File: config.mk
export PLATFORM = sky130hd
export DESIGN_NAME = conn_cam
export DESIGN_NICKNAME = d
export VERILOG_FILES = /design/src/rtl/conn_cam.sv
export SDC_FILE = /design/constraint.sdc
export NUM_CORES = 2
export LEC_CHECK = 0
export BUFFER_PORTS_ARGS = -buffer_cell sky130_fd_sc_hd__buf_2
export CAP_MARGIN = 20
export CORE_AREA = 8 8 493 447
export CTS_CLUSTER_DIAMETER = 150
export DETAILED_ROUTE_END_ITERATION = 10
export DIE_AREA = 0 0 501 455
export PLACE_DENSITY = 0.76
export REMOVE_ABC_BUFFERS = 1
export SLEW_MARGIN = 10
export SYNTH_ARGS = -nofsm -noshare
export SYNTH_HDL_FRONTEND = slang
export SYNTH_SLANG_ARGS = --single-unit
File: constraint.sdc
create_clock -name clk -period 5.3 [get_ports clk]
set_input_delay 1.06 -clock clk [delete_from_list [all_inputs] [get_ports clk]]
set_output_delay 1.06 -clock clk [all_outputs]
set_load 0.01 [all_outputs]
File: src/rtl/conn_cam.sv
module conn_cam #(
  parameter int DEPTH = 64,
  parameter int LCI_W = 14,
  parameter int PN_W  = 4,
  parameter int VPI_W = 12,
  parameter int VCI_W = 16,
  parameter int CFG_W = 5
) (
  input  logic             clk,
  input  logic             rst_n,
  input  logic             cmd_valid,
  input  logic [1:0]       cmd_op,
  input  logic [LCI_W-1:0] cmd_lci,
  input  logic [PN_W-1:0]  cmd_pn,
  input  logic [VPI_W-1:0] cmd_vpi,
  input  logic [VCI_W-1:0] cmd_vci,
  input  logic             cmd_vld,
  input  logic             cmd_pip,
  input  logic [CFG_W-1:0] cmd_cfg,
  output logic             busy,
  output logic             done,
  output logic [2:0]       status,
  output logic [PN_W-1:0]  rd_pn,
  output logic [VPI_W-1:0] rd_vpi,
  output logic [VCI_W-1:0] rd_vci,
  output logic             rd_vld,
  output logic             rd_pip,
  output logic [LCI_W-1:0] sr_lci,
  output logic             sr_vld,
  output logic             sr_pip,
  output logic [CFG_W-1:0] cfg
);
  localparam int AW = (DEPTH > 1) ? $clog2(DEPTH) : 1;
  localparam logic [1:0] OP_WR = 2'd0, OP_RD = 2'd1, OP_SR = 2'd2, OP_CF = 2'd3;

  typedef enum logic [1:0] {IDLE, EVAL, FIN} st_t;
  st_t st;

  logic [1:0]       op_q;
  logic [LCI_W-1:0] lci_q;
  logic [PN_W-1:0]  pn_q;
  logic [VPI_W-1:0] vpi_q;
  logic [VCI_W-1:0] vci_q;
  logic             vld_q, pip_q;
  logic [CFG_W-1:0] ncfg_q;

  logic [PN_W-1:0]  t_pn  [DEPTH];
  logic [VPI_W-1:0] t_vpi [DEPTH];
  logic [VCI_W-1:0] t_vci [DEPTH];
  logic [DEPTH-1:0] t_vld, t_pip;

  logic [DEPTH-1:0] hit;
  logic [AW-1:0]    first;
  logic [1:0]       code, m_code_q;
  logic [AW-1:0]    m_idx_q;

  wire is_srch  = (op_q == OP_SR);
  wire guarded  = cfg[0] | cfg[1];
  wire in_range = (lci_q < LCI_W'(DEPTH));
  wire [AW-1:0] idx = lci_q[AW-1:0];
  wire want_vld = is_srch ? ~cfg[4] : 1'b1;
  wire skip_vci = is_srch & cfg[2];
  wire skip_pv  = is_srch & cfg[3];

  always_comb begin
    for (int i = 0; i < DEPTH; i++)
      hit[i] = (t_vld[i] == want_vld)
            && (skip_pv  || (t_pn[i] == pn_q && t_vpi[i] == vpi_q))
            && (skip_vci || t_pip[i] || t_vci[i] == vci_q);
    first = '0;
    for (int i = DEPTH - 1; i >= 0; i--)
      if (hit[i]) first = AW'(i);
  end

  assign code = (|(hit & (hit - 1'b1))) ? 2'b10 : (|hit) ? 2'b01 : 2'b00;

  wire refuse = ~in_range | (cfg[1] & (m_code_q != 2'b00)) | (cfg[0] & t_vld[idx]);
  wire wr_en  = (op_q == OP_WR) &&
                ((st == EVAL && !guarded && in_range) || (st == FIN && !refuse));

  assign busy = (st != IDLE);

  always_ff @(posedge clk or negedge rst_n) begin
    if (!rst_n) begin
      t_vld <= '0;
      t_pip <= '0;
      for (int i = 0; i < DEPTH; i++) begin
        t_pn[i]  <= '0;
        t_vpi[i] <= '0;
        t_vci[i] <= '0;
      end
    end else if (wr_en) begin
      t_pn[idx]  <= pn_q;
      t_vpi[idx] <= vpi_q;
      t_vci[idx] <= vci_q;
      t_vld[idx] <= vld_q;
      t_pip[idx] <= pip_q;
    end
  end

  always_ff @(posedge clk or negedge rst_n) begin
    if (!rst_n) begin
      st <= IDLE;
      done <= 1'b0;
      status <= '0;
      cfg <= '0;
      op_q <= '0; lci_q <= '0; pn_q <= '0; vpi_q <= '0; vci_q <= '0;
      vld_q <= 1'b0; pip_q <= 1'b0; ncfg_q <= '0;
      m_code_q <= '0; m_idx_q <= '0;
      rd_pn <= '0; rd_vpi <= '0; rd_vci <= '0; rd_vld <= 1'b0; rd_pip <= 1'b0;
      sr_lci <= '0; sr_vld <= 1'b0; sr_pip <= 1'b0;
    end else begin
      done <= 1'b0;
      case (st)
        IDLE: if (cmd_valid) begin
          op_q <= cmd_op; lci_q <= cmd_lci; pn_q <= cmd_pn; vpi_q <= cmd_vpi;
          vci_q <= cmd_vci; vld_q <= cmd_vld; pip_q <= cmd_pip; ncfg_q <= cmd_cfg;
          status <= '0;
          st <= EVAL;
        end
        EVAL: begin
          m_code_q <= code;
          m_idx_q  <= first;
          case (op_q)
            OP_WR: if (guarded) st <= FIN;
                   else begin
                     status <= {~in_range, 2'b00};
                     done <= 1'b1;
                     st <= IDLE;
                   end
            OP_RD: begin
              if (in_range) begin
                rd_pn <= t_pn[idx]; rd_vpi <= t_vpi[idx]; rd_vci <= t_vci[idx];
                rd_vld <= t_vld[idx]; rd_pip <= t_pip[idx];
                status <= {2'b00, t_vld[idx]};
              end else begin
                rd_pn <= '0; rd_vpi <= '0; rd_vci <= '0; rd_vld <= 1'b0; rd_pip <= 1'b0;
              end
              done <= 1'b1;
              st <= IDLE;
            end
            OP_SR: st <= FIN;
            default: begin
              cfg <= ncfg_q;
              done <= 1'b1;
              st <= IDLE;
            end
          endcase
        end
        FIN: begin
          if (op_q == OP_WR) begin
            status <= {refuse, cfg[1] ? m_code_q : 2'b00};
          end else begin
            status <= {1'b0, m_code_q};
            if (m_code_q != 2'b00) begin
              sr_lci <= LCI_W'(m_idx_q);
              sr_vld <= t_vld[m_idx_q];
              sr_pip <= t_pip[m_idx_q];
            end else begin
              sr_lci <= '0; sr_vld <= 1'b0; sr_pip <= 1'b0;
            end
          end
          done <= 1'b1;
          st <= IDLE;
        end
        default: st <= IDLE;
      endcase
    end
  end
endmodule

# Word-level counts from Yosys, hierarchy flattened
# Index checks and enable logic that the tools add are counted.
# totals
output_inout_bits	60
reg_bits	2300
input_bits	58
word_cells	1025
# classes
order_cmp	6
bitwise_logic	13
addsub	1
n_eq_ne	264
n_reduce_logical	406
n_mux	119
# op_table
op	count
$bwmux 1024	1
$eq 16x16->1	64
$bwmux 768	1
$eq 12x12->1	64
$mux 6	65
$bwmux 256	1
$eq 4x4->1	64
$logic_and 1x1->1	198
$logic_or 1x1->1	193
$bwmux 64	2
$reduce_or 64->1	2
$bmux 16 s6	1
$demux 16 s6	1
$bmux 12 s6	1
$demux 12 s6	1
$and 64x64->64	1
$eq 1x1->1	64
$mux 16	4
$sub 64x1->64 const B	1
$mux 12	4
$bmux 1 s6	4
$bmux 4 s6	1
$demux 4 s6	1
$mux 4	4
other kinds (29)	66

# Depth between registers and ports, before layout
# depth
depth_word	69
mapped_depth	17
ltp_nobuf	11

# Worst setup path after synthesis
# No wires, ideal clock.
# synth_timing
path_kind	register to register
start	register op_q[1]
end	register m_code_q[1]
setup_ps	126
arrival_ps	3677
t_required_ps	5174
setup_slack_ps	1497
synth_period_minus_slack_ps	3803
stages_incl_launch_ff	16
path_cell_list	dfrtp_1 -> buf_2 -> nor2b_1 -> and2_1 -> buf_4 -> buf_2 -> buf_4 -> buf_2 -> o32ai_1 -> o22ai_1 -> nor3_1 -> nand2_1 -> nor3b_1 -> o221ai_1 -> or4_1 -> o32a_1
# synth_between
elab_chain_cells	9
# synth_rtl
element	line	text
from (decl)	39	logic [1:0] op_q;
from (signal assigned)	116	op_q <= cmd_op; lci_q <= cmd_lci; pn_q <= cmd_pn; vpi_q <= cmd_vpi;
$eq 2x2->1 (*)	57	wire is_srch = (op_q == OP_SR);
$mux 1 (tied with other cells)	61	wire want_vld = is_srch ? ~cfg[4] : 1'b1;
$eq 1x1->1 (tied with other cells)	67	hit[i] = (t_vld[i] == want_vld)
$logic_and 1x1->1 or $logic_or 1x1->1 (tied branches)	68, 69	
$logic_and 1x1->1	69	&& (skip_vci || t_pip[i] || t_vci[i] == vci_q);
$sub 64x1->64	75	assign code = (|(hit & (hit - 1'b1))) ? 2'b10 : (|hit) ? 2'b01 : 2'b00;
$and 64x64->64 (*)	75	
$reduce_or 64->1 (*)	75	
$mux 2 (*)	75	
to (signal assigned)	122	m_code_q <= code;
to (decl)	54	logic [1:0] code, m_code_q;
# Mark *: on every way between the ends. The rest lies on a longest branch, timed or not.
# A chain may end at the register's enable or synchronous reset.

# Worst setup path after layout
# layout_timing
start	register vci_q[3]
end	register m_idx_q[1]
# layout_between
elab_chain_cells	67
# layout_rtl
element	line	text
from (decl)	43	logic [VCI_W-1:0] vci_q;
from (signal assigned)	117	vci_q <= cmd_vci; vld_q <= cmd_vld; pip_q <= cmd_pip; ncfg_q <= cmd_cfg;
$eq 16x16->1	69	
$logic_or 1x1->1	69	
$logic_and 1x1->1	69	
$mux 6 (63 in a row)	72	if (hit[i]) first = AW'(i);
$mux 6 (*)	72	
to (signal assigned)	123	m_idx_q <= first;
to (decl)	55	logic [AW-1:0] m_idx_q;
# Marks and branches as above.

==> run metrics <==
pwr dens 445.3 nW/um2; Final Skew 0.06213 ns; Cell Chain, Critical Path buf_12, xnor2_1, nand4_1, nor4_1, buf_4, o32ai_1, o22ai_1, buf_4, nor3b_1, o21ai_0, buf_4, nand4_1, buf_4, nor3_1, buf_4, a211oi_1, a221oi_1; CTS Hold Bufs 0; Overflow after GRT 0; critical path data required time 5.99 ns; ratio of cells with drive above 1 in the final layout 33.82%; clock sinks 2292; IO Port Bufs 109; Ports 118; Root Buffer clkbuf_16; Flop pwr share 31.5%; row count 161; post-cts repair resize count 0; status complete, no violations; min cycle time layout 5.171 ns; nets@finish 10497; Sw Ratio 42.01%; top post-synthesis cells by area dfrtp_1 45%, mux2_2 20%, xnor2_1 14%; area share of the largest cell type after synthesis 45.44%; post-synthesis simple-gate area fraction 5.161%; Routability Congestion 1.003; via count 95963; initial antenna violation count 36; total routed wirelength 492400 um; Num CTS Buffers 233; Die H 455 um; Setup Buffers After CTS 0; critical path buffer and inverter count 6; most common cell after layout, fill and taps aside dfrtp_1; max-cap violation count 0; CP Class flip-flop to flip-flop; Worst path slowest cell dfrtp_4; highest-count cells in the layout ignoring fill and taps 2256 x dfrtp_1, 2237 x mux2_2, 1953 x xnor2_1; Slew Viols, Final 0; Post-route DRC 0; Clock Path Buffers 3; Distinct cells, synth 81; main combinational cell family by area after synthesis multiplexers; Post-synth EDFFs 0; Hold Violations, Final 0; crit end category flip-flop; post-synthesis compound-gate area fraction 9.845%; Slew HR 15.54%; Gate Count Post-Synth 10447; Leak Pwr 59.44 nW; TritonCTS clock tree done; Switch Pwr 26.44 mW; Worst-path clk slew 0.06 ns; sequential area share after synthesis 45.44%; synthesized area 126200 um2; Synth Warn # 0; Syn-to-layout area delta 12.02%; CP arrival 5.86 ns; Peak VDD IR 0.4844 mV; Core Area 212100 um2; r2r startpoint vci_q[3]$_DFFE_PN0P_; drt first pass iters 6; setup violators final 0; RSZ-0062 raised after global routing false; TNS Setup 0 ns; pin count of the biggest net entering global routing 167; ys flop type dfrtp_1; upper clock frequency limit 193.4 MHz; Synth Area in XOR/XNOR 14.66%; crit-path max cell delay 0.80 ns; clk_lat worst skew 0.89 ns; Post-synth ARST share 100.0%; Int Power 36.51 mW; Iter 0 DRT Violations 13985; die footprint 228000 um2; first-pass GRT wire length 703100 um; H-tree levels 4; Worst-Margin Slew 1.267 ns; CP Max Fanout 38; Post-DRT Antenna Nets 0; crit path from vci_q[3]$_DFFE_PN0P_; Synth area leader dfrtp_1; Die Wd 501 um; Worst path top cell family by delay simple AND/OR/NAND/NOR gates; global-route usage over all layers 42.16%; min-delay worst type input port to asynchronous set/reset pin; mux share of post-synthesis cell area 20.72%; DP HPWL 341200 um; final core utilization 66.65%; Yosys reg bits 2292; logic gate share of total power 40.8%; mean post-synth cell area 12.08 um2; vias in the first global route 93833; Total Power 62.95 mW; Post-Synth Adder-Cell Area 0.07138%; Startpoint Class flip-flop; WL per Instance 36.42 um; CP most frequent cell buf_4; period utilisation layout 97.57%; Vias per Instance 7.098; Initial Utilization 59.50%; Clk pwr share 27.8%
==> metrics by stage <==
step / hold WS (ns) / cells / area, um2 / setup WS, ns
2_1_floorplan: 0.4750 / 9453 / 121100 / -15.21
3_3_place_gp: 0.4678 / 13044 / 133100 / 0.2730
3_5_place_dp: 0.4759 / 13048 / 133200 / 0.3043
4_1_cts: 0.07315 / 13487 / 141200 / 0.3108
5_1_grt: 0.07998 / 13504 / 141300 / 0.07880
6_report: 0.1010 / 13520 / 141400 / 0.1288
==> layer usage <==
metal,vias to the layer above,part of all wire [%],global-route usage (%)
met5,-,0.036,0
li1,38465,-,-
met1,49922,39,57.86
met3,1315,11,11.24
met4,26,6.8,23.42
met2,6235,43,60.94
==> cell usage after synthesis, types with 6 or more instances <==
library cell	instances
dfrtp_1	2292
mux2_2	2237
xnor2_1	1953
a22oi_1	634
nand4_1	565
clkbuf_1	485
a22o_1	273
buf_2	227
a221oi_1	215
a31oi_1	194
nor4_1	191
xor2_1	159
buf_4	148
nor2_1	129
nand2_1	92
buf_1	72
a21oi_1	68
buf_6	63
mux4_2	42
o21ai_0	37
o32ai_1	35
nand3_1	32
and2_1	28
o32a_1	25
a221o_1	23
or2_2	20
inv_1	17
o22ai_1	16
nor3_1	15
and3_1	10
a31o_2	9
nor2b_1	8
nor3b_1	8
o31ai_1	8
a41oi_1	6
o2111ai_1	6
==> final timing paths <==
kind	cells past startpoint	endpoint	slack, ns
setup / recovery	17	m_idx_q[1]$_DFFE_PN0P_	0.13
hold / removal	1	t_vpi[375]$_DFFE_PN0P_	0.10
setup reg to reg	17	m_idx_q[1]$_DFFE_PN0P_	0.13
hold reg to reg	2	sr_lci[4]$_DFFE_PN0P_	0.49
max in group asynchronous	3	t_vpi[662]$_DFFE_PN0P_	3.46
min in group clk	2	vpi_q[11]$_DFFE_PN0P_	0.42
==> layout make-up <==
| class | instances | area [um2] |
|---|---|---|
| inverter | 17 | 63.81 |
| tap | 2852 | 3568 |
| fill | 15776 | 70750 |
| multi-input combinational | 7144 | 64410 |
| clock buffer | 348 | 6967 |
| timing repair buffer | 747 | 7705 |
| antenna | 29 | 72.57 |
| sequential | 2292 | 57480 |
| clock inverter | 91 | 1109 |
==> power groups by stage <==
| stage | clock network [mW] | logic [mW] | registers, mW |
|---|---|---|---|
| after floorplan | 0 | 10.8 | 22.4 |
| after global placement | 0 | 24.6 | 20.0 |
| after CTS | 17.5 | 24.9 | 19.8 |
| after detailed placement | 0 | 24.7 | 20.1 |
| final | 17.5 | 25.7 | 19.8 |
| after global routing | 18.2 | 26.3 | 19.8 |
==> sequential cells by signal (all words and copies together), names as in the netlist, 3 cells and up <==
register,cells
rd_vci,16
ncfg_q,5
t_vld,64
cfg,5
lci_q,14
t_pn,256
t_vci,1024
status,3
rd_vpi,12
t_pip,64
vpi_q,12
sr_lci,6
vci_q,16
t_vpi,768
pn_q,4
m_idx_q,6
rd_pn,4
==> logic make-up (layout without fill, tap and decap cells) <==
| logic type | count (synthesis) | after routing |
|---|---|---|
| AO/OA/AOI/OAI | 1608 | 1608 |
| XOR/XNOR | 2112 | 2112 |
| adder cells (fa/ha/maj) | 8 | 8 |
| buffers and inverters | 1018 | 1203 |
| flip-flops | 2292 | 2292 |
| multiplexers | 2280 | 2280 |
| other | 1 | 37 |
| AND/OR/NAND/NOR | 1128 | 1128 |
(Power assumes the default switching activity.)
